[src/rtl/mii_rx_pkg.sv]
package mii_rx_pkg;
  typedef enum logic [1:0] {ST_IDLE, ST_PRE, ST_DATA, ST_DROP} rx_state_e;

  localparam int B_OVR     = 0;
  localparam int B_SHORT   = 1;
  localparam int B_CARRIER = 2;
  localparam int B_CODEV   = 3;
  localparam int B_LENERR  = 4;
  localparam int B_OOR     = 5;
  localparam int B_OPCODE  = 6;
  localparam int B_VLAN    = 7;
  localparam int B_BCAST   = 8;
  localparam int B_MCAST   = 9;
  localparam int B_CTRL    = 10;
  localparam int B_PAUSE   = 11;
  localparam int B_LONG    = 12;
  localparam int B_CRC     = 13;
  localparam int B_ALIGN   = 14;
  localparam int B_OK      = 15;

  localparam logic [15:0] ERR_MASK    = 16'h703F;
  localparam logic [3:0]  PRE_NIB     = 4'h5;
  localparam logic [3:0]  SFD_NIB     = 4'hD;
  localparam logic [3:0]  CARRIER_NIB = 4'hE;
  localparam logic [15:0] LEN_MAX     = 16'd1518;
  localparam logic [15:0] TYPE_MIN    = 16'h0600;
  localparam logic [15:0] TYPE_VLAN   = 16'h8100;
  localparam logic [15:0] TYPE_CTRL   = 16'h8808;
  localparam logic [15:0] OP_PAUSE    = 16'h0001;
  localparam logic [31:0] CRC_POLY    = 32'hEDB88320;
  localparam logic [31:0] CRC_RESIDUE = 32'hDEBB20E3;
endpackage

[src/rtl/mii_rx_crc.sv]
module mii_rx_crc
  import mii_rx_pkg::*;
(
  input  logic        clk_i,
  input  logic        rst_ni,
  input  logic        clr_i,
  input  logic        en_i,
  input  logic [3:0]  nib_i,
  output logic [31:0] crc_o
);
  logic [31:0] crc_q, crc_d;

  always_comb begin
    crc_d = crc_q;
    for (int k = 0; k < 4; k++) begin
      crc_d = (crc_d[0] ^ nib_i[k]) ? ((crc_d >> 1) ^ CRC_POLY) : (crc_d >> 1);
    end
  end

  always_ff @(posedge clk_i or negedge rst_ni) begin
    if (!rst_ni)    crc_q <= '1;
    else if (clr_i) crc_q <= '1;
    else if (en_i)  crc_q <= crc_d;
  end

  assign crc_o = crc_q;
endmodule

[src/rtl/mii_rx_fields.sv]
module mii_rx_fields #(
  parameter int CNT_W = 14
) (
  input  logic             clk_i,
  input  logic             rst_ni,
  input  logic             clr_i,
  input  logic             en_i,
  input  logic [3:0]       nib_i,
  input  logic [CNT_W-1:0] idx_i,
  output logic             bcast_o,
  output logic             mcast_o,
  output logic [15:0]      type_o,
  output logic [15:0]      op_o
);
  localparam int BI_W = CNT_W - 1;

  logic [3:0]      lo_q;
  logic [7:0]      byte_w;
  logic [BI_W-1:0] bidx;
  logic            bcast_q, mcast_q;
  logic [15:0]     type_q, op_q;

  assign byte_w = {nib_i, lo_q};
  assign bidx   = idx_i[CNT_W-1:1];

  always_ff @(posedge clk_i or negedge rst_ni) begin
    if (!rst_ni) begin
      lo_q <= '0; bcast_q <= 1'b1; mcast_q <= 1'b0; type_q <= '0; op_q <= '0;
    end else if (clr_i) begin
      lo_q <= '0; bcast_q <= 1'b1; mcast_q <= 1'b0; type_q <= '0; op_q <= '0;
    end else if (en_i) begin
      if (!idx_i[0]) begin
        lo_q <= nib_i;
      end else begin
        if (bidx < BI_W'(6))  bcast_q <= bcast_q & (byte_w == 8'hFF);
        if (bidx == BI_W'(0)) mcast_q <= byte_w[0];
        if (bidx == BI_W'(12)) type_q[15:8] <= byte_w;
        if (bidx == BI_W'(13)) type_q[7:0]  <= byte_w;
        if (bidx == BI_W'(14)) op_q[15:8]   <= byte_w;
        if (bidx == BI_W'(15)) op_q[7:0]    <= byte_w;
      end
    end
  end

  assign bcast_o = bcast_q;
  assign mcast_o = mcast_q;
  assign type_o  = type_q;
  assign op_o    = op_q;
endmodule

[src/rtl/mii_rx_status.sv]
module mii_rx_status
  import mii_rx_pkg::*;
#(
  parameter int LONG_NIBBLES    = 12500,
  parameter int PRE_MAX_NIBBLES = 23,
  parameter int MIN_NIBBLES     = 128
) (
  input  logic        clk_i,
  input  logic        rst_ni,
  input  logic [3:0]  rxd_i,
  input  logic        rx_dv_i,
  input  logic        rx_er_i,
  input  logic        pure_pre_en_i,
  input  logic        long_pre_en_i,
  output logic [15:0] status_o,
  output logic        done_o
);
  localparam int CNT_W = $clog2(LONG_NIBBLES + 2);
  localparam int PRE_W = $clog2(PRE_MAX_NIBBLES + 2);
  localparam logic [CNT_W-1:0] CNT_SAT = CNT_W'(LONG_NIBBLES + 1);
  localparam logic [PRE_W-1:0] PRE_SAT = PRE_W'(PRE_MAX_NIBBLES + 1);

  rx_state_e        state_q, state_d;
  logic [PRE_W-1:0] pre_cnt_q;
  logic [CNT_W-1:0] tot_cnt_q, dat_cnt_q, nb;
  logic             carrier_q, cv_q;
  logic             in_pre, frame_end, sfd_hit, dat_nib, car_now;
  logic [31:0]      crc;
  logic             bcast, mcast;
  logic [15:0]      type_f, op_f;
  logic             got_sfd, has_dst, has_type, has_op, has_len, is_ctrl, is_pause;
  logic [15:0]      st_d, status_q;
  logic             done_q;

  assign in_pre    = (state_q == ST_IDLE) || (state_q == ST_PRE);
  assign frame_end = (state_q != ST_IDLE) && !rx_dv_i;
  assign sfd_hit   = in_pre && rx_dv_i && (rxd_i == SFD_NIB);
  assign dat_nib   = (state_q == ST_DATA) && rx_dv_i;
  assign car_now   = !rx_dv_i && rx_er_i && (rxd_i == CARRIER_NIB);

  always_comb begin
    state_d = state_q;
    if (in_pre && rx_dv_i) begin
      if (rxd_i == SFD_NIB)
        state_d = (long_pre_en_i && pre_cnt_q > PRE_W'(PRE_MAX_NIBBLES)) ? ST_DROP : ST_DATA;
      else if (pure_pre_en_i && rxd_i != PRE_NIB)
        state_d = ST_DROP;
      else
        state_d = ST_PRE;
    end else if (frame_end) begin
      state_d = ST_IDLE;
    end
  end

  always_ff @(posedge clk_i or negedge rst_ni) begin
    if (!rst_ni) begin
      state_q   <= ST_IDLE;
      pre_cnt_q <= '0;
      tot_cnt_q <= '0;
      dat_cnt_q <= '0;
      carrier_q <= 1'b0;
      cv_q      <= 1'b0;
    end else begin
      state_q <= state_d;
      if (!rx_dv_i)                               pre_cnt_q <= '0;
      else if (in_pre && pre_cnt_q != PRE_SAT)    pre_cnt_q <= pre_cnt_q + 1'b1;
      if (!rx_dv_i)                               tot_cnt_q <= '0;
      else if (tot_cnt_q != CNT_SAT)              tot_cnt_q <= tot_cnt_q + 1'b1;
      if (sfd_hit)                                dat_cnt_q <= '0;
      else if (dat_nib && dat_cnt_q != CNT_SAT)   dat_cnt_q <= dat_cnt_q + 1'b1;
      // a carrier event in the frame-end cycle belongs to the next frame
      carrier_q <= frame_end ? car_now : (carrier_q | car_now);
      if (frame_end)                  cv_q <= 1'b0;
      else if (rx_dv_i && rx_er_i)    cv_q <= 1'b1;
    end
  end

  mii_rx_crc u_crc (
    .clk_i (clk_i),
    .rst_ni(rst_ni),
    .clr_i (sfd_hit),
    .en_i  (dat_nib),
    .nib_i (rxd_i),
    .crc_o (crc)
  );

  mii_rx_fields #(.CNT_W(CNT_W)) u_fields (
    .clk_i  (clk_i),
    .rst_ni (rst_ni),
    .clr_i  (sfd_hit),
    .en_i   (dat_nib),
    .nib_i  (rxd_i),
    .idx_i  (dat_cnt_q),
    .bcast_o(bcast),
    .mcast_o(mcast),
    .type_o (type_f),
    .op_o   (op_f)
  );

  always_comb begin
    nb       = dat_cnt_q >> 1;
    got_sfd  = (state_q == ST_DATA);
    has_dst  = got_sfd && nb >= CNT_W'(6);
    has_type = got_sfd && nb >= CNT_W'(14);
    has_op   = got_sfd && nb >= CNT_W'(16);
    has_len  = got_sfd && nb >= CNT_W'(18);
    is_ctrl  = has_type && type_f == TYPE_CTRL;
    is_pause = is_ctrl && has_op && op_f == OP_PAUSE;
    st_d = '0;
    st_d[B_OVR]     = 1'b0;
    st_d[B_SHORT]   = (state_q != ST_DROP) && (!got_sfd || dat_cnt_q < CNT_W'(MIN_NIBBLES));
    st_d[B_CARRIER] = carrier_q;
    st_d[B_CODEV]   = cv_q;
    st_d[B_LENERR]  = has_len && type_f <= LEN_MAX && (32'(type_f) != 32'(nb) - 32'd18);
    st_d[B_OOR]     = has_type && type_f > LEN_MAX && type_f < TYPE_MIN;
    st_d[B_OPCODE]  = is_ctrl && !is_pause;
    st_d[B_VLAN]    = has_type && type_f == TYPE_VLAN;
    st_d[B_BCAST]   = has_dst && bcast;
    st_d[B_MCAST]   = has_dst && mcast && !bcast;
    st_d[B_CTRL]    = is_ctrl;
    st_d[B_PAUSE]   = is_pause;
    st_d[B_LONG]    = (state_q == ST_DROP) || tot_cnt_q > CNT_W'(LONG_NIBBLES);
    st_d[B_CRC]     = got_sfd && crc != CRC_RESIDUE;
    st_d[B_ALIGN]   = got_sfd && dat_cnt_q[0];
    st_d[B_OK]      = (st_d & ERR_MASK) == '0;
  end

  always_ff @(posedge clk_i or negedge rst_ni) begin
    if (!rst_ni) begin
      status_q <= '0;
      done_q   <= 1'b0;
    end else begin
      done_q <= frame_end;
      if (frame_end) status_q <= st_d;
    end
  end

  assign status_o = status_q;
  assign done_o   = done_q;
endmodule

[config.mk]
export PLATFORM = sky130hd
export DESIGN_NAME = mii_rx_status
export DESIGN_NICKNAME = d
export VERILOG_FILES = /design/src/rtl/mii_rx_pkg.sv /design/src/rtl/mii_rx_crc.sv /design/src/rtl/mii_rx_fields.sv /design/src/rtl/mii_rx_status.sv
export SDC_FILE = /design/constraint.sdc
export NUM_CORES = 1
export LEC_CHECK = 0
export BUFFER_PORTS_ARGS = -buffer_cell sky130_fd_sc_hd__buf_2
export CORE_MARGIN = 2
export CORE_UTILIZATION = 60
export CTS_CLUSTER_SIZE = 16
export DETAILED_ROUTE_END_ITERATION = 16
export PLACE_DENSITY = 0.78
export SLEW_MARGIN = 5
export SYNTH_ARGS = -nofsm -noshare
export SYNTH_HDL_FRONTEND = slang
export SYNTH_HIERARCHICAL = 1
export SYNTH_SLANG_ARGS = --single-unit
[constraint.sdc]
create_clock -name clk_i -period 3.1 [get_ports clk_i]
set_input_delay 0.62 -clock clk_i [delete_from_list [all_inputs] [get_ports clk_i]]
set_output_delay 0.62 -clock clk_i [all_outputs]
set_load 0.005 [all_outputs]
Word level (Yosys, flattened, before mapping)
Index checks and enable logic that the tools add are counted.
Word-level totals
  register bits after elaboration: 123
  logic and storage cells: 164
  input bits: 10
  output and inout bits: 17
Cells by class
  bitwise operators: 10
  reduce and logical (&&, ||, !) cells: 59
  equal/unequal tests: 23
  $lt $le $gt $ge: 11
  muxes and demuxes: 41
  add/subtract/negate cells: 4
Operators by type and width (count)
  32-bit two-way mux: 6
  16-bit two-way mux: 6
  14-bit two-way mux: 4
  13-bit inverter with 14-bit output: 4
  13-bit by 4-bit equality test with 1-bit output (second input constant): 4
  16-bit equality test (second input constant): 2
  8-bit two-way mux: 4
  16-bit by 32-bit inequality test with 1-bit output: 1
  32-bit inequality test (second input constant): 1
  1-bit logical AND: 30
  14-bit by 1-bit adder with 14-bit output (second input constant): 2
  14-bit inequality test (second input constant): 2
  13-bit by 5-bit >= comparator with 1-bit output (second input constant): 2
  2-bit nonzero test: 12
  3-bit AND reduction: 6
  16-bit by 1-bit equality test with 1-bit output (second input constant): 1
  16-bit by 11-bit > comparator with 1-bit output (second input constant): 1
  16-bit by 11-bit <= comparator with 1-bit output (second input constant): 1
  16-bit logical NOT: 1
  16-bit by 11-bit less-than comparator with 1-bit output (second input constant): 1
  14-bit > comparator (second input constant): 1
  14-bit by 8-bit less-than comparator with 1-bit output (second input constant): 1
  13-bit by 5-bit subtractor with 14-bit output (second input constant): 1
  13-bit by 3-bit >= comparator with 1-bit output (second input constant): 1
  24 further kinds: 53

Depth between registers and ports, before layout
Gate-level depths: netlist (run 1).
  depth after elaboration: 10
  mapped depth: 9
  gate-level depth less buffers: 8

Hierarchy
The synthesis (run 1) kept the hierarchy.
By module, submodules not included
  mii_rx_status: area an instance 3359.5 µm², sequential area each 1326.3 µm², times used 1, cells each 378
  mii_rx_fields: area an instance 1830.5 µm², sequential area each 952.2 µm², times used 1, cells each 149
  mii_rx_crc: area an instance 1750.4 µm², sequential area each 840.8 µm², times used 1, cells each 155

Least setup slack after synthesis (run 1)
Ideal clock, no wire load.
  path kind: input to register
  from: in rxd_i[1]
  to: reg u_fields.type_q[11], in the netlist u_fields/type_o[11]
  setup time: 126 ps
  stages on the path: 9
  path slack: 539 ps
  required time: 2974 ps
  path buffers: 4
  arrival time: 2435 ps
  path through: nand3b_1 nor3b_1 and2_1 clkbuf_1 clkbuf_1 clkbuf_1 clkbuf_1 nand2b_1 mux2i_1
Between the ends
  longest elaborated chain between the ends: 4
  elaborated cells between the ends (all ways): 7
  those cells by class: 1 x eq/ne; 1 x mux; 5 x reduce/logical
RTL lines
  start: declaration: RTL line mii_rx_status.sv:10  | input logic [3:0] rxd_i,
  4-bit equality test *: RTL line mii_rx_status.sv:37  | assign sfd_hit = in_pre && rx_dv_i && (rxd_i == SFD_NIB);
  1-bit logical AND *: RTL line mii_rx_status.sv:37
  net sfd_hit: RTL line mii_rx_status.sv:27  | logic in_pre, frame_end, sfd_hit, dat_nib, car_now;
  2-bit nonzero test (no line)
  3-bit AND reduction (no line)
  end signal: assignment: RTL line mii_rx_fields.sv:37  | if (bidx == BI_W'(12)) type_q[15:8] <= byte_w;
  end: declaration: RTL line mii_rx_fields.sv:21  | logic [15:0] type_q, op_q;
Mark *: on every way through the listed nets, which the timed path passes. The rest lies on a longest branch.
A chain may end at the register's enable or synchronous reset.

Worst setup path after layout (run 1)
  from: reg dat_cnt_q[11]
  to: reg status_q[4], in the netlist status_o[4]
Between the ends
  longest elaborated chain between the ends: 4
  elaborated cells between the ends (all ways): 6
  those cells by class: 1 x add/sub; 1 x order compare; 1 x eq/ne; 3 x reduce/logical
RTL lines
  start: declaration: RTL line mii_rx_status.sv:25  | logic [CNT_W-1:0] tot_cnt_q, dat_cnt_q, nb;
  start signal: assignment: RTL line mii_rx_status.sv:70  | else if (dat_nib && dat_cnt_q != CNT_SAT) dat_cnt_q <= dat_cnt_q + 1'b1;
  branches (longest 3 deep; another with 13-bit by 5-bit subtractor with 14-bit output)
  1-bit logical AND *: RTL line mii_rx_status.sv:114  | st_d[B_LENERR] = has_len && type_f <= LEN_MAX && (32'(type_f) != 32'(nb) - 32'd18);
  end signal: assignment: RTL line mii_rx_status.sv:134  | if (frame_end) status_q <= st_d;
  end: declaration: RTL line mii_rx_status.sv:32  | logic [15:0] st_d, status_q;
Mark *: on every way between the ends.

==> impl_results.rst, run 1 <==
.. list-table::
   :header-rows: 1

   * - Metric
     - Value
   * - Most used cells in the layout excluding fill and tap cells
     - 90 x sky130_fd_sc_hd__dfrtp_1, 60 x sky130_fd_sc_hd__nor2_1, 45 x sky130_fd_sc_hd__nand2b_1
   * - Net count reported at finish
     - 729
   * - Number of buffer cells added on primary ports
     - 25
   * - Antenna violations before repair
     - 0
   * - Largest area contributor in the netlist
     - sky130_fd_sc_hd__dfrtp_1
   * - Leakage component of the power
     - 3.57 nW
   * - Effective utilization at floorplan
     - 61.0%
   * - Required time at the endpoint of the critical path
     - 3.41 ns
   * - Die outline height
     - 112 µm
   * - Maximum vdd ir drop
     - 0.613 mV
   * - Clock Pin Slew Worst Setup and Hold Paths
     - 0.06 ns
   * - Capturing element type of the critical path
     - flop
   * - YS warnings
     - 6
   * - Post-synthesis instance total
     - 682
   * - Wire length of the first global-routing pass
     - 27.0 mm
   * - Post-synthesis net count
     - 703
   * - Met1 demand-to-capacity share in global routing
     - 38.2%
   * - Post-Place Worst Slack
     - 0.556 ns
   * - Type of element launching the critical path
     - flop
   * - Vias per cell
     - 6.07
   * - Number of flops mapped to enable cells by yosys
     - 0
   * - Setup TNS
     - 0 ns
   * - Number of global-route vias before repair
     - 5,180
   * - Overall power after layout
     - 6.22 mW
   * - Share of Yosys cell area claimed by the top area cell type
     - 32.4%
   * - Worst-case clock skew
     - 0.00691 ns
   * - Most frequent standard cell in the layout excluding fill and tap cells
     - sky130_fd_sc_hd__dfrtp_1
   * - Antenna diode count
     - 0
   * - Clock tree from TritonCTS
     - done
   * - I/O pin count
     - 27
   * - Cell type group with the largest total delay on the critical path
     - compound AO/OA/AOI/OAI gates
   * - Half-perimeter wire length of the detailed placement result
     - 11.0 mm
   * - Met2 usage in global routing
     - 42.9%
   * - Post-synthesis cell type count
     - 72
   * - Avg WL per Cell
     - 18.6 µm
   * - GRT met3 Usage
     - 5.77%
   * - Num rows
     - 39
   * - Final worst path period share
     - 82.6%
   * - DIE AREA
     - 0.0124 mm²
   * - DRC errors left
     - 0
   * - Die X-Extent
     - 112 µm
   * - Crit path DAT
     - 2.87 ns
   * - Share of total power in sequential cells
     - 39.3%
   * - Path type of the worst setup path
     - flop to flop
   * - Total standard cell area after synthesis
     - 0.00694 mm²
   * - Non-filler cells, final
     - 864
   * - Layer with the highest usage after global routing
     - met2
   * - Worst slew margin relative to its limit
     - 47.5%
   * - Combinational fraction of design power
     - 31.4%
   * - Sw Share
     - 33.3%
   * - Tightest Hold Check Type
     - primary input to async pin
   * - Critical-path cell with the highest stage delay
     - sky130_fd_sc_hd__or4_2
   * - Clk pwr share
     - 29.3%
   * - Total of max-cap violations
     - 0
   * - Max Transition Viols Final
     - 0
   * - Ratio of cells with drive above 1 in the final layout
     - 19.7%
   * - Number of fill cells
     - 892
   * - Run status
     - complete, no violations
   * - Number of failing hold endpoints at the final stage
     - 0
   * - Total number of vias
     - 5,244
   * - Final global-route overflow total
     - 0
   * - Largest net degree at the start of global routing
     - 63
   * - Level count of the clock H-tree
     - 4
   * - TritonRoute pass-1 iters
     - 5
   * - Post-CTS setup buffers
     - 0
   * - Clock insertion delay at the later pin of the skew report
     - 0.42 ns
   * - Transition time of the tightest slew-check pin
     - 0.787 ns
   * - Area of placed instances
     - 0.00721 mm²
   * - Maximum clock rate
     - 391 MHz
   * - Power per Cell Area
     - 803 mW/mm²
   * - Synthesized area per cell
     - 10.2 µm²
   * - CTS Sinks
     - 123
   * - Number of buffers created by CTS
     - 17
   * - Highest fanout seen on the critical path
     - 15
   * - Most used flip-flop cell after synthesis
     - sky130_fd_sc_hd__dfrtp_1
   * - Post-route antenna net violation count
     - 0
   * - Setup repair after global routing missed its margin
     - no
   * - Area of the core
     - 0.0114 mm²
   * - Worst path max stage delay
     - 0.72 ns
   * - Sequential fraction of the synthesis area
     - 44.9%
   * - Routed wire length
     - 16.0 mm
   * - Design internal power
     - 4.15 mW
   * - Largest cells by area after synthesis
     - sky130_fd_sc_hd__dfrtp_1 32%, sky130_fd_sc_hd__dfstp_2 12%, sky130_fd_sc_hd__mux2i_1 5.8%, sky130_fd_sc_hd__xnor2_1 4.5%, sky130_fd_sc_hd__xor2_1 4.2%
   * - Crit path buf inv count
     - 0
   * - Final cell area excluding filler cells
     - 0.00775 mm²
   * - Fraction of synthesis flops using an asynchronous set or reset pin
     - 100%
   * - Total global routing track utilization
     - 27.4%
   * - Maximum count of clock buffers along a single path
     - 2
   * - CTS-repair resized insts
     - 0
   * - DRT iter0 DRCs
     - 386
   * - Chain of cells forming the critical path
     - or4_2, a211oi_1, nand4_1, a22o_1, a211o_1, o21a_1
   * - NetSw
     - 2.07 mW
   * - Number of synthesized register bits
     - 123
   * - Setup-failing EPs final
     - 0
   * - Synthesis-to-layout area growth
     - 11.7%
   * - Final period demand of the worst path
     - 2.56 ns
   * - Placer's final routability congestion estimate
     - 0.879
   * - Hold buffer count at CTS
     - 0
   * - Root buf cell
     - sky130_fd_sc_hd__clkbuf_16
   * - Number of placed cells counting well taps
     - 832
   * - Post-route worst setup slack
     - 0.540 ns
[layer usage]
| metal | up-vias | part of all wire [%] | routed length (µm) |
|---|---|---|---|
| met3 | 27 | 4.5 | 726 |
| met5 | - | 0 | 0 |
| li1 | 2445 | - | - |
| met2 | 145 | 48 | 7670 |
| met1 | 2627 | 45 | 7270 |
| met4 | 0 | 2.3 | 374 |
[per-stage QoR]
step / utilization, % / hold WS (ns)
2_1_floorplan: - / 0.324
3_3_place_gp: 63.4 / 0.457
3_5_place_dp: 63.4 / 0.465
4_1_cts: 68.2 / 0.113
5_1_grt: 68.2 / 0.133
6_report: 68.2 / 0.114
[state kept, by name (all words and copies together), names as in the netlist]
name and count:
tot_cnt_q 14, u_fields/op_o 16, u_fields/type_o 16, u_fields/bcast_o 1, u_fields/mcast_o 1, u_crc/crc_o 32, u_fields/lo_q 4, carrier_q 1
done_o 1, state_q 2, cv_q 1, pre_cnt_q 5, dat_cnt_q 14, status_o 15
[worst reg2reg max path, delay by kind of cell, from the launching register on]
kind | cells | cell delay (ns)
AO/OA/AOI/OAI | 4 | 1.04
flip-flops | 1 | 0.56
AND/OR/NAND/NOR | 2 | 0.85
[power groups by stage]
stage	logic (mW)	clock network [mW]	registers, mW
floorplan	1.51	0	2.35
global placement	1.86	0	2.45
detailed placement	1.92	0	2.46
CTS	1.95	1.85	2.44
global route	2.14	1.93	2.50
finish	1.95	1.82	2.45
[cell families (layout without fill, tap and decap cells)]
logic type	after synthesis	count (layout)	share of synthesized area [%]
DFF	123	123	44.9
and+or+nand+nor	272	272	22.5
xor gates and xnor gates	79	79	12.0
other	1	1	0.0540
AOI/OAI and AO/OA	103	103	9.41
adders and majority gates	11	11	1.98
buffers and inverters	53	92	3.39
muxes	40	40	5.77
[synth_stat cells, drive strengths merged (7+ instances only)]
cell    instances
dfrtp          90
nor2           60
nand2b         45
xnor2          42
mux2i          40
a21oi          36
dfstp          33
nand2          33
xor2           33
o21ai          26
clkbuf         25
inv            20
nand3          20
nand4          19
nor3           17
nor4           14
or2            12
ha             11
or4             9
a211o           8
and2            7
buf             7
[path summary, 6_finish.rpt]
kind                               start  depth (start not counted)  slack (ns)        endpoint
max                        dat_cnt_q[11]                          6        0.54     status_o[4]
min                               rst_ni                          1        0.11   tot_cnt_q[10]
max reg2reg                dat_cnt_q[11]                          6        0.54     status_o[4]
min reg2reg                 status_o[11]                          2        0.47    status_o[11]
max in group asynchronous         rst_ni                          2        2.15  u_crc/crc_o[4]
min in group clk_i          status_o[11]                          2        0.47    status_o[11]
[layout make-up]
class                   instances  area [µm²]  area share [%]
inverters                      21        78.8            1.02
repair buffers                 39         245            3.16
flip-flops and latches        123        3120            40.2
clock inverters                13         101            1.31
well taps                     143         179            2.31
clock buffers                  19         443            5.71
multi-input cells             506        3590            46.3
Note: power is estimated with default switching activity, not from simulation.
==> inputs of run 2 (changes only) <==
clock period = 2.4 ns   (was 3.1 ns; I/O delays follow)
==> run 2 against run 1 <==
- sequential power grew 26%
- clock power grew 53%
- critical path type unchanged
- cell area grew 4.3%
- sequential share of layout area shrank 1.7 points
- die area is the same
- largest cell class unchanged
- worst hold slack lost 0.064 ns
- largest power group unchanged
==> impl_results.rst, run 2 (synthesis gave the netlist of run 1 again) <==
.. list-table::
   :header-rows: 1

   * - Metric
     - Value
   * - Run status
     - complete, no violations (unchanged)
   * - Crit path buf inv count
     - 0 (unchanged)
   * - Number of global-route vias before repair
     - 5,576 (was 5,180)
   * - NetSw
     - 2.67 mW (was 2.07 mW)
   * - Highest fanout seen on the critical path
     - 4 (was 15)
   * - Setup-failing EPs final
     - 0 (unchanged)
   * - Post-route antenna net violation count
     - 0 (unchanged)
   * - Die X-Extent
     - 112 µm (unchanged)
   * - Placer's final routability congestion estimate
     - 0.971 (was 0.879)
   * - CTS Sinks
     - 123 (unchanged)
   * - Number of failing hold endpoints at the final stage
     - 0 (unchanged)
   * - Final global-route overflow total
     - 0 (unchanged)
   * - Chain of cells forming the critical path
     - or4_4, or4_4, or4_4, a31oi_1, a32o_2 (was or4_2, a211oi_1, nand4_1, a22o_1, a211o_1, o21a_1)
   * - Number of fill cells
     - 846 (was 892)
   * - Antenna violations before repair
     - 0 (unchanged)
   * - Vias per cell
     - 6.04 (was 6.07)
   * - Most frequent standard cell in the layout excluding fill and tap cells
     - sky130_fd_sc_hd__dfrtp_1 (unchanged)
   * - Half-perimeter wire length of the detailed placement result
     - 11.9 mm (was 11.0 mm)
   * - Max Transition Viols Final
     - 0 (unchanged)
   * - Layer with the highest usage after global routing
     - met2 (unchanged)
   * - Leakage component of the power
     - 3.76 nW (was 3.57 nW)
   * - Path type of the worst setup path
     - flop to flop (unchanged)
   * - Worst-case clock skew
     - 0.00684 ns (was 0.00691 ns)
   * - Root buf cell
     - sky130_fd_sc_hd__clkbuf_16 (unchanged)
   * - Antenna diode count
     - 0 (unchanged)
   * - Clock tree from TritonCTS
     - done (unchanged)
   * - Combinational fraction of design power
     - 31.3% (was 31.4%)
   * - Ratio of cells with drive above 1 in the final layout
     - 22.9% (was 19.7%)
   * - Capturing element type of the critical path
     - flop (unchanged)
   * - Design internal power
     - 5.88 mW (was 4.15 mW)
   * - TritonRoute pass-1 iters
     - 5 (unchanged)
   * - Clock insertion delay at the later pin of the skew report
     - 0.42 ns (about the same)
   * - Clk pwr share
     - 32.5% (was 29.3%)
   * - Total of max-cap violations
     - 0 (unchanged)
   * - Number of buffers created by CTS
     - 17 (unchanged)
   * - Total number of vias
     - 5,376 (was 5,244)
   * - Area of placed instances
     - 0.00743 mm² (was 0.00721 mm²)
   * - Met1 demand-to-capacity share in global routing
     - 37.7% (was 38.2%)
   * - Number of placed cells counting well taps
     - 858 (was 832)
   * - Num rows
     - 39 (unchanged)
   * - Sw Share
     - 31.2% (was 33.3%)
   * - DRC errors left
     - 0 (unchanged)
   * - I/O pin count
     - 27 (unchanged)
   * - Cell type group with the largest total delay on the critical path
     - simple AND/OR/NAND/NOR gates (was compound AO/OA/AOI/OAI gates)
   * - Final worst path period share
     - 98.9% (was 82.6%)
   * - Avg WL per Cell
     - 19.1 µm (was 18.6 µm)
   * - Worst path max stage delay
     - 0.55 ns (was 0.72 ns)
   * - Wire length of the first global-routing pass
     - 28.1 mm (was 27.0 mm)
   * - Most used cells in the layout excluding fill and tap cells
     - 89 x sky130_fd_sc_hd__dfrtp_1, 60 x sky130_fd_sc_hd__nor2_1, 45 x sky130_fd_sc_hd__nand2b_1 (was 90 x sky130_fd_sc_hd__dfrtp_1, 60 x sky130_fd_sc_hd__nor2_1, 45 x sky130_fd_sc_hd__nand2b_1)
   * - DRT iter0 DRCs
     - 435 (was 386)
   * - Largest net degree at the start of global routing
     - 62 (was 63)
   * - Most common cell type on the critical path
     - sky130_fd_sc_hd__or4_4
   * - Tightest Hold Check Type
     - primary input to async pin (unchanged)
   * - Level count of the clock H-tree
     - 4 (unchanged)
   * - Clock Pin Slew Worst Setup and Hold Paths
     - 0.06 ns (about the same)
   * - Critical-path cell with the highest stage delay
     - sky130_fd_sc_hd__or4_4 (was sky130_fd_sc_hd__or4_2)
   * - Type of element launching the critical path
     - flop (unchanged)
   * - Net count reported at finish
     - 755 (was 729)
   * - Worst slew margin relative to its limit
     - 45.3% (was 47.5%)
   * - Number of buffer cells added on primary ports
     - 25 (unchanged)
   * - GRT met3 Usage
     - 6.42% (was 5.77%)
   * - Share of total power in sequential cells
     - 36.2% (was 39.3%)
   * - Final cell area excluding filler cells
     - 0.00809 mm² (was 0.00775 mm²)
   * - Power per Cell Area
     - 1060 mW/mm² (was 803 mW/mm²)
   * - Met2 usage in global routing
     - 46.7% (was 42.9%)
   * - Effective utilization at floorplan
     - 61.0% (unchanged)
   * - Maximum count of clock buffers along a single path
     - 2 (unchanged)
   * - Transition time of the tightest slew-check pin
     - 0.820 ns (was 0.787 ns)
   * - Routed wire length
     - 17.0 mm (was 16.0 mm)
   * - Crit path DAT
     - 2.73 ns (was 2.87 ns)
   * - Synthesis-to-layout area growth
     - 16.6% (was 11.7%)
   * - Final period demand of the worst path
     - 2.37 ns (was 2.56 ns)
   * - Maximum vdd ir drop
     - 0.894 mV (was 0.613 mV)
   * - Die outline height
     - 112 µm (unchanged)
   * - Number of flip-flops in the largest register
     - 32 (unchanged)
   * - Total global routing track utilization
     - 28.7% (was 27.4%)
   * - Non-filler cells, final
     - 890 (was 864)
   * - Area of the core
     - 0.0114 mm² (unchanged)
   * - DIE AREA
     - 0.0124 mm² (unchanged)
   * - Maximum clock rate
     - 421 MHz (was 391 MHz)
   * - Required time at the endpoint of the critical path
     - 2.76 ns (was 3.41 ns)
   * - Overall power after layout
     - 8.54 mW (was 6.22 mW)
[run 2: changes by cell type in the layout (fill, tap and decap cells not counted), moves of 2 or more]
| cell | before | now |
|---|---|---|
| sky130_fd_sc_hd__buf_4 | 14 | 38 |
| sky130_fd_sc_hd__clkinv_2 | 8 | 3 |
| sky130_fd_sc_hd__clkbuf_8 | 1 | 5 |
| sky130_fd_sc_hd__bufinv_16 | 1 | 4 |
| sky130_fd_sc_hd__clkinvlp_4 | 3 | 0 |
| sky130_fd_sc_hd__buf_12 | 1 | 3 |
| sky130_fd_sc_hd__clkbuf_1 | 1 | 3 |
[run 2: path summary, 6_finish.rpt]
check	from	endpoint	slack [ns]	cells past startpoint
worst max-delay path	dat_cnt_q[10]	status_o[9]	0.03	5
worst min-delay path	rst_ni	tot_cnt_q[0]	0.05	1
worst max register to register	dat_cnt_q[10]	status_o[9]	0.03	5
worst min register to register	status_o[3]	status_o[3]	0.47	2
max in group asynchronous	rst_ni	u_fields/bcast_o	1.61	2
min in group clk_i	rx_er_i	cv_q	0.34	2
[run 2: worst reg2reg max path, delay by kind of cell (launching register included)]
kind / cells / cell delay [ns]
compound gates: 2 / 0.40
flops: 1 / 0.41
simple gates: 3 / 1.50
[run 2: power groups by stage]
stage | combinational (mW) | sequential, mW | clock, mW
5_1_grt | 2.92 | 3.15 | 2.90
6_report | 2.67 | 3.09 | 2.78
3_5_place_dp | 2.60 | 3.11 | 0
2_1_floorplan | 1.95 | 3.04 | 0
4_1_cts | 2.65 | 3.08 | 2.81
3_3_place_gp | 2.52 | 3.08 | 0
[run 2: cell type report]
class | count | area [µm²] | share of cell area (%)
tap | 143 | 179 | 2.21
multi-input combinational | 506 | 3610 | 44.6
timing repair buffer | 65 | 465 | 5.75
sequential | 123 | 3120 | 38.6
inverter | 21 | 78.8 | 0.974
clock inverter | 7 | 135 | 1.67
clock buffer | 25 | 505 | 6.25
[run 2: what timing repair did]
action	CTS	global route
hold buffers	0	0
gates resized for setup	0	4
buffers inserted	0	0
setup endpoints to repair	0	3
[run 2: routing by layer]
layer	up-vias	share of wire [%]
li1	2498	-
met1	2663	43
met2	181	49
met3	34	5.6
met4	0	1.9
met5	-	0
[run 2: metrics by stage]
| step | utilization, % | setup TNS (ns) | hold slack, ns | setup WS [ns] |
|---|---|---|---|---|
| 3_3_place_gp | 65.4 | 0 | 0.455 | 0.0717 |
| 6_report | 71.2 | 0 | 0.0494 | 0.0257 |
| 4_1_cts | 71.0 | 0 | 0.0567 | 0.0163 |
| 2_1_floorplan | - | -0.000481 | 0.184 | -0.000481 |
| 5_1_grt | 71.2 | -0.0273 | 0.0857 | -0.0273 |
| 3_5_place_dp | 65.4 | 0 | 0.462 | 0.0160 |
==> inputs of run 3 (changes only) <==
ABC_AREA = 1   (was default)
==> run 3 against run 2 <==
- wire length rose by 7.6%
- sequential share of layout area fell by 1.3 points
- area after synthesis rose by 9.0%
- worst setup slack improved by 0.24 ns
- first-iteration DRC count rose by 54%
- critical endpoint is now status_o[15]
- clock-buffer cell count fell by 2
- critical path depth rose by 10
==> impl_results.rst, run 3 <==
.. list-table::
   :header-rows: 1

   * - Metric
     - Value
   * - Vias per cell
     - 5.54 (was 6.04)
   * - Most used cells in the layout excluding fill and tap cells
     - 268 x sky130_fd_sc_hd__nand2_1, 126 x sky130_fd_sc_hd__inv_1, 126 x sky130_fd_sc_hd__nand3_1 (was 89 x sky130_fd_sc_hd__dfrtp_1, 60 x sky130_fd_sc_hd__nor2_1, 45 x sky130_fd_sc_hd__nand2b_1)
   * - Hold buffer count at CTS
     - 1 (was 0)
   * - Multi-input combinational cell area
     - 0.00370 mm² (was 0.00361 mm²)
   * - Leakage component of the power
     - 4.25 nW (was 3.76 nW)
   * - Crit path DAT
     - 2.49 ns (was 2.73 ns)
   * - Post-synthesis cell type count
     - 52 (was 72)
   * - Effective utilization at floorplan
     - 60.7% (was 61.0%)
   * - Number of buffer cells added on primary ports
     - 25 (unchanged)
   * - Type of element launching the critical path
     - flop (unchanged)
   * - Required time at the endpoint of the critical path
     - 2.75 ns (was 2.76 ns)
   * - Most used flip-flop cell after synthesis
     - sky130_fd_sc_hd__dfrtp_1 (unchanged)
   * - Share of synthesized cell area in full adder, half adder and majority cells
     - 1.82% (was 1.98%)
   * - DRT iter0 DRCs
     - 672 (was 435)
   * - Maximum vdd ir drop
     - 0.760 mV (was 0.894 mV)
   * - Leading cell types by count after synthesis
     - 268 x sky130_fd_sc_hd__nand2_1, 126 x sky130_fd_sc_hd__inv_1, 126 x sky130_fd_sc_hd__nand3_1, 90 x sky130_fd_sc_hd__dfrtp_1, 87 x sky130_fd_sc_hd__nor2_1 (was 90 x sky130_fd_sc_hd__dfrtp_1, 60 x sky130_fd_sc_hd__nor2_1, 45 x sky130_fd_sc_hd__nand2b_1, 40 x sky130_fd_sc_hd__mux2i_1)
   * - Power per Cell Area
     - 962 mW/mm² (was 1060 mW/mm²)
   * - Dominant combinational cell family by area after synthesis
     - simple AND/OR/NAND/NOR gates (unchanged)
   * - Antenna diode count
     - 0 (unchanged)
   * - Ratio of cells with drive above 1 in the final layout
     - 16.5% (was 22.9%)
   * - Post-route core utilization
     - 67.2% (was 71.2%)
   * - Wire length of the first global-routing pass
     - 30.2 mm (was 28.1 mm)
   * - Post-route antenna net violation count
     - 0 (unchanged)
   * - TritonRoute pass-1 iters
     - 5 (unchanged)
   * - Synth Area in Compound Gates
     - 7.34% (was 9.41%)
   * - Worst slew margin relative to its limit
     - 62.9% (was 45.3%)
   * - YS warnings
     - 6 (unchanged)
   * - Highest fanout seen on the critical path
     - 9 (was 4)
   * - Number of failing hold endpoints at the final stage
     - 0 (unchanged)
   * - Most common cell in the netlist
     - sky130_fd_sc_hd__nand2_1 (was sky130_fd_sc_hd__dfrtp_1)
   * - Design internal power
     - 4.96 mW (was 5.88 mW)
   * - Share of synthesized area spent on multiplexers
     - 0% (was 5.77%)
   * - Total of max-cap violations
     - 0 (unchanged)
   * - Sequential fraction of the synthesis area
     - 41.2% (was 44.9%)
   * - NetSw
     - 3.09 mW (was 2.67 mW)
   * - Net count reported at finish
     - 1,059 (was 755)
   * - Total standard cell area after synthesis
     - 0.00757 mm² (was 0.00694 mm²)
   * - Final global-route overflow total
     - 0 (unchanged)
   * - Number of flops mapped to enable cells by yosys
     - 0 (unchanged)
   * - Clock tree from TritonCTS
     - done (unchanged)
   * - Largest net degree at the start of global routing
     - 52 (was 62)
   * - Path type of the worst setup path
     - flop to flop (unchanged)
   * - CTS Sinks
     - 123 (unchanged)
   * - Die outline height
     - 116 µm (was 112 µm)
   * - Share of total power in sequential cells
     - 38.7% (was 36.2%)
   * - Area of the core
     - 0.0125 mm² (was 0.0114 mm²)
   * - Post-CTS setup buffers
     - 0 (unchanged)
   * - Simple-gate area share of the yosys netlist
     - 35.9% (was 22.5%)
   * - Post-synthesis net count
     - 1,023 (was 703)
   * - Setup-failing EPs final
     - 0 (unchanged)
   * - Die X-Extent
     - 116 µm (was 112 µm)
   * - DRC errors left
     - 0 (unchanged)
   * - Total number of vias
     - 6,776 (was 5,376)
   * - Sw Share
     - 38.4% (was 31.2%)
   * - XOR/XNOR share of the synthesized area
     - 3.77% (was 12.0%)
   * - Level count of the clock H-tree
     - 4 (unchanged)
   * - Avg WL per Cell
     - 15.0 µm (was 19.1 µm)
   * - Max Transition Viols Final
     - 0 (unchanged)
   * - Number of buffers created by CTS
     - 17 (unchanged)
   * - Final period demand of the worst path
     - 2.13 ns (was 2.37 ns)
   * - Setup TNS
     - 0 ns (unchanged)
   * - Synthesis-to-layout area growth
     - 10.6% (was 16.6%)
   * - Total global routing track utilization
     - 28.8% (was 28.7%)
   * - Routed wire length
     - 18.3 mm (was 17.0 mm)
   * - Num rows
     - 41 (was 39)
   * - Largest cells by area after synthesis
     - sky130_fd_sc_hd__dfrtp_1 30%, sky130_fd_sc_hd__nand2_1 13%, sky130_fd_sc_hd__dfstp_2 11%, sky130_fd_sc_hd__nand3_1 8.3%, sky130_fd_sc_hd__inv_1 6.2% (was sky130_fd_sc_hd__dfrtp_1 32%, sky130_fd_sc_hd__dfstp_2 12%, sky130_fd_sc_hd__mux2i_1 5.8%, sky130_fd_sc_hd__xnor2_1 4.5%, sky130_fd_sc_hd__xor2_1 4.2%)
   * - Transition time of the tightest slew-check pin
     - 0.555 ns (was 0.820 ns)
   * - Largest area contributor in the netlist
     - sky130_fd_sc_hd__dfrtp_1 (unchanged)
   * - Post-synthesis instance total
     - 1,002 (was 682)
   * - Final worst path period share
     - 88.8% (was 98.9%)
   * - Half-perimeter wire length of the detailed placement result
     - 12.8 mm (was 11.9 mm)
   * - Maximum clock rate
     - 469 MHz (was 421 MHz)
   * - Number of flip-flops in the largest register
     - 32 (unchanged)
   * - Antenna violations before repair
     - 0 (unchanged)
   * - Number of global-route vias before repair
     - 6,268 (was 5,576)
   * - Clock Pin Slew Worst Setup and Hold Paths
     - 0.06 ns (about the same)
   * - Capturing element type of the critical path
     - flop (unchanged)
   * - Run status
     - complete, no violations (unchanged)
   * - Clk pwr share
     - 28.1% (was 32.5%)
   * - Sequential cell area in the final layout
     - 0.00312 mm² (about the same)
   * - Maximum count of clock buffers along a single path
     - 2 (unchanged)
   * - DIE AREA
     - 0.0135 mm² (was 0.0124 mm²)
   * - I/O pin count
     - 27 (unchanged)
   * - Tightest Hold Check Type
     - primary input to flop (was primary input to async pin)
   * - Clock insertion delay at the later pin of the skew report
     - 0.43 ns (was 0.42 ns)
   * - CTS-repair resized insts
     - 0 (unchanged)
   * - Fraction of synthesis flops using an asynchronous set or reset pin
     - 100% (unchanged)
   * - Synthesized area per cell
     - 7.55 µm² (was 10.2 µm²)
   * - WHS
     - 0.320 ns (was 0.0494 ns)
   * - Root buf cell
     - sky130_fd_sc_hd__clkbuf_16 (unchanged)
   * - Share of Yosys cell area claimed by the top area cell type
     - 29.8% (was 32.4%)
   * - Most frequent standard cell in the layout excluding fill and tap cells
     - sky130_fd_sc_hd__nand2_1 (was sky130_fd_sc_hd__dfrtp_1)
   * - Combinational fraction of design power
     - 33.2% (was 31.3%)
   * - Setup repair after global routing missed its margin
     - no
   * - Number of fill cells
     - 1,104 (was 846)
   * - Worst-case clock skew
     - 0.0151 ns (was 0.00684 ns)
   * - Number of synthesized register bits
     - 123 (unchanged)
   * - Placer's final routability congestion estimate
     - 0.976 (was 0.971)
==> run 3: changes by cell type after synthesis, moves of 13 or more <==
cell / change
sky130_fd_sc_hd__nand2b_1: -45
sky130_fd_sc_hd__inv_2: +13
sky130_fd_sc_hd__a21oi_1: -13
sky130_fd_sc_hd__nand3_1: +106
sky130_fd_sc_hd__xor2_1: -13
sky130_fd_sc_hd__nor2_1: +27
sky130_fd_sc_hd__nand2_1: +235
sky130_fd_sc_hd__xnor2_1: -34
sky130_fd_sc_hd__mux2i_1: -40
sky130_fd_sc_hd__inv_1: +106
sky130_fd_sc_hd__clkbuf_1: -21
==> run 3: final timing paths <==
kind                       cells past startpoint    startpoint  slack (ns)              end
max in group asynchronous                      3        rst_ni        1.18  u_crc/crc_o[31]
min in group asynchronous                      2        rst_ni        0.55     dat_cnt_q[9]
max                                           15  dat_cnt_q[3]        0.27     status_o[15]
max reg2reg                                   15  dat_cnt_q[3]        0.27     status_o[15]
min reg2reg                                    2  status_o[12]        0.47     status_o[12]
min                                            3       rx_er_i        0.32             cv_q
==> run 3: final cells by class <==
class / instances / area share, %
clock buffer: 23 / 5.59
tap: 172 / 2.57
sequential: 123 / 37.3
timing repair buffer: 43 / 3.62
multi-input combinational: 714 / 44.2
clock inverter: 9 / 0.568
inverter: 139 / 6.23
==> run 3: critical path, cell delays in order (launching register included) <==
cell and delay (ns):
sky130_fd_sc_hd__dfrtp_1 0.50, sky130_fd_sc_hd__inv_1 0.18, sky130_fd_sc_hd__ha_1 0.24, sky130_fd_sc_hd__nand2_1 0.11
sky130_fd_sc_hd__nand2_1 0.15, sky130_fd_sc_hd__nand2_1 0.15, sky130_fd_sc_hd__nand2_1 0.06, sky130_fd_sc_hd__nand2_1 0.06
sky130_fd_sc_hd__inv_1 0.04, sky130_fd_sc_hd__nor2_1 0.09, sky130_fd_sc_hd__nand3_1 0.07, sky130_fd_sc_hd__nor2_1 0.13
sky130_fd_sc_hd__nand3_1 0.11, sky130_fd_sc_hd__nand2_1 0.08, sky130_fd_sc_hd__nand2_1 0.05, sky130_fd_sc_hd__nand2_1 0.05
==> run 3: cells by family after synthesis <==
family                   count (synthesis)
AO/OA/AOI/OAI                           94
adder cells (fa/ha/maj)                 11
buffers and inverters                  165
other                                    1
flip-flops                             123
XOR/XNOR                                27
AND/OR/NAND/NOR                        581
==> run 3: stage by stage <==
| stage | setup slack, ns | std cells | cell area, µm² | total power [mW] |
|---|---|---|---|---|
| 6_report | 0.269 | 1223 | 8370 | 8.05 |
| 5_1_grt | 0.0781 | 1223 | 8370 | 8.57 |
| 4_1_cts | 0.307 | 1223 | 8370 | 8.05 |
| 3_5_place_dp | 0.328 | 1190 | 7850 | 5.76 |
| 3_3_place_gp | 0.416 | 1190 | 7850 | 5.69 |
| 2_1_floorplan | 0.427 | 1002 | 7570 | 5.14 |
==> run 3: metal layers <==
| layer | up-vias | track usage, % | share of wire, % |
|---|---|---|---|
| met5 | - | 0 | 0 |
| met4 | 0 | 10.9 | 2.2 |
| met3 | 43 | 7.37 | 7.5 |
| met2 | 239 | 43.4 | 45 |
| met1 | 3180 | 40.1 | 45 |
| li1 | 3314 | - | - |
==> run 3: power groups by stage <==
| stage | Sequential, mW | Clock [mW] | Combinational (mW) |
|---|---|---|---|
| 6_report | 3.12 | 2.26 | 2.67 |
| 5_1_grt | 3.17 | 2.39 | 3.01 |
| 4_1_cts | 3.11 | 2.30 | 2.64 |
| 3_5_place_dp | 3.13 | 0 | 2.62 |
| 3_3_place_gp | 3.13 | 0 | 2.56 |
| 2_1_floorplan | 3.01 | 0 | 2.13 |
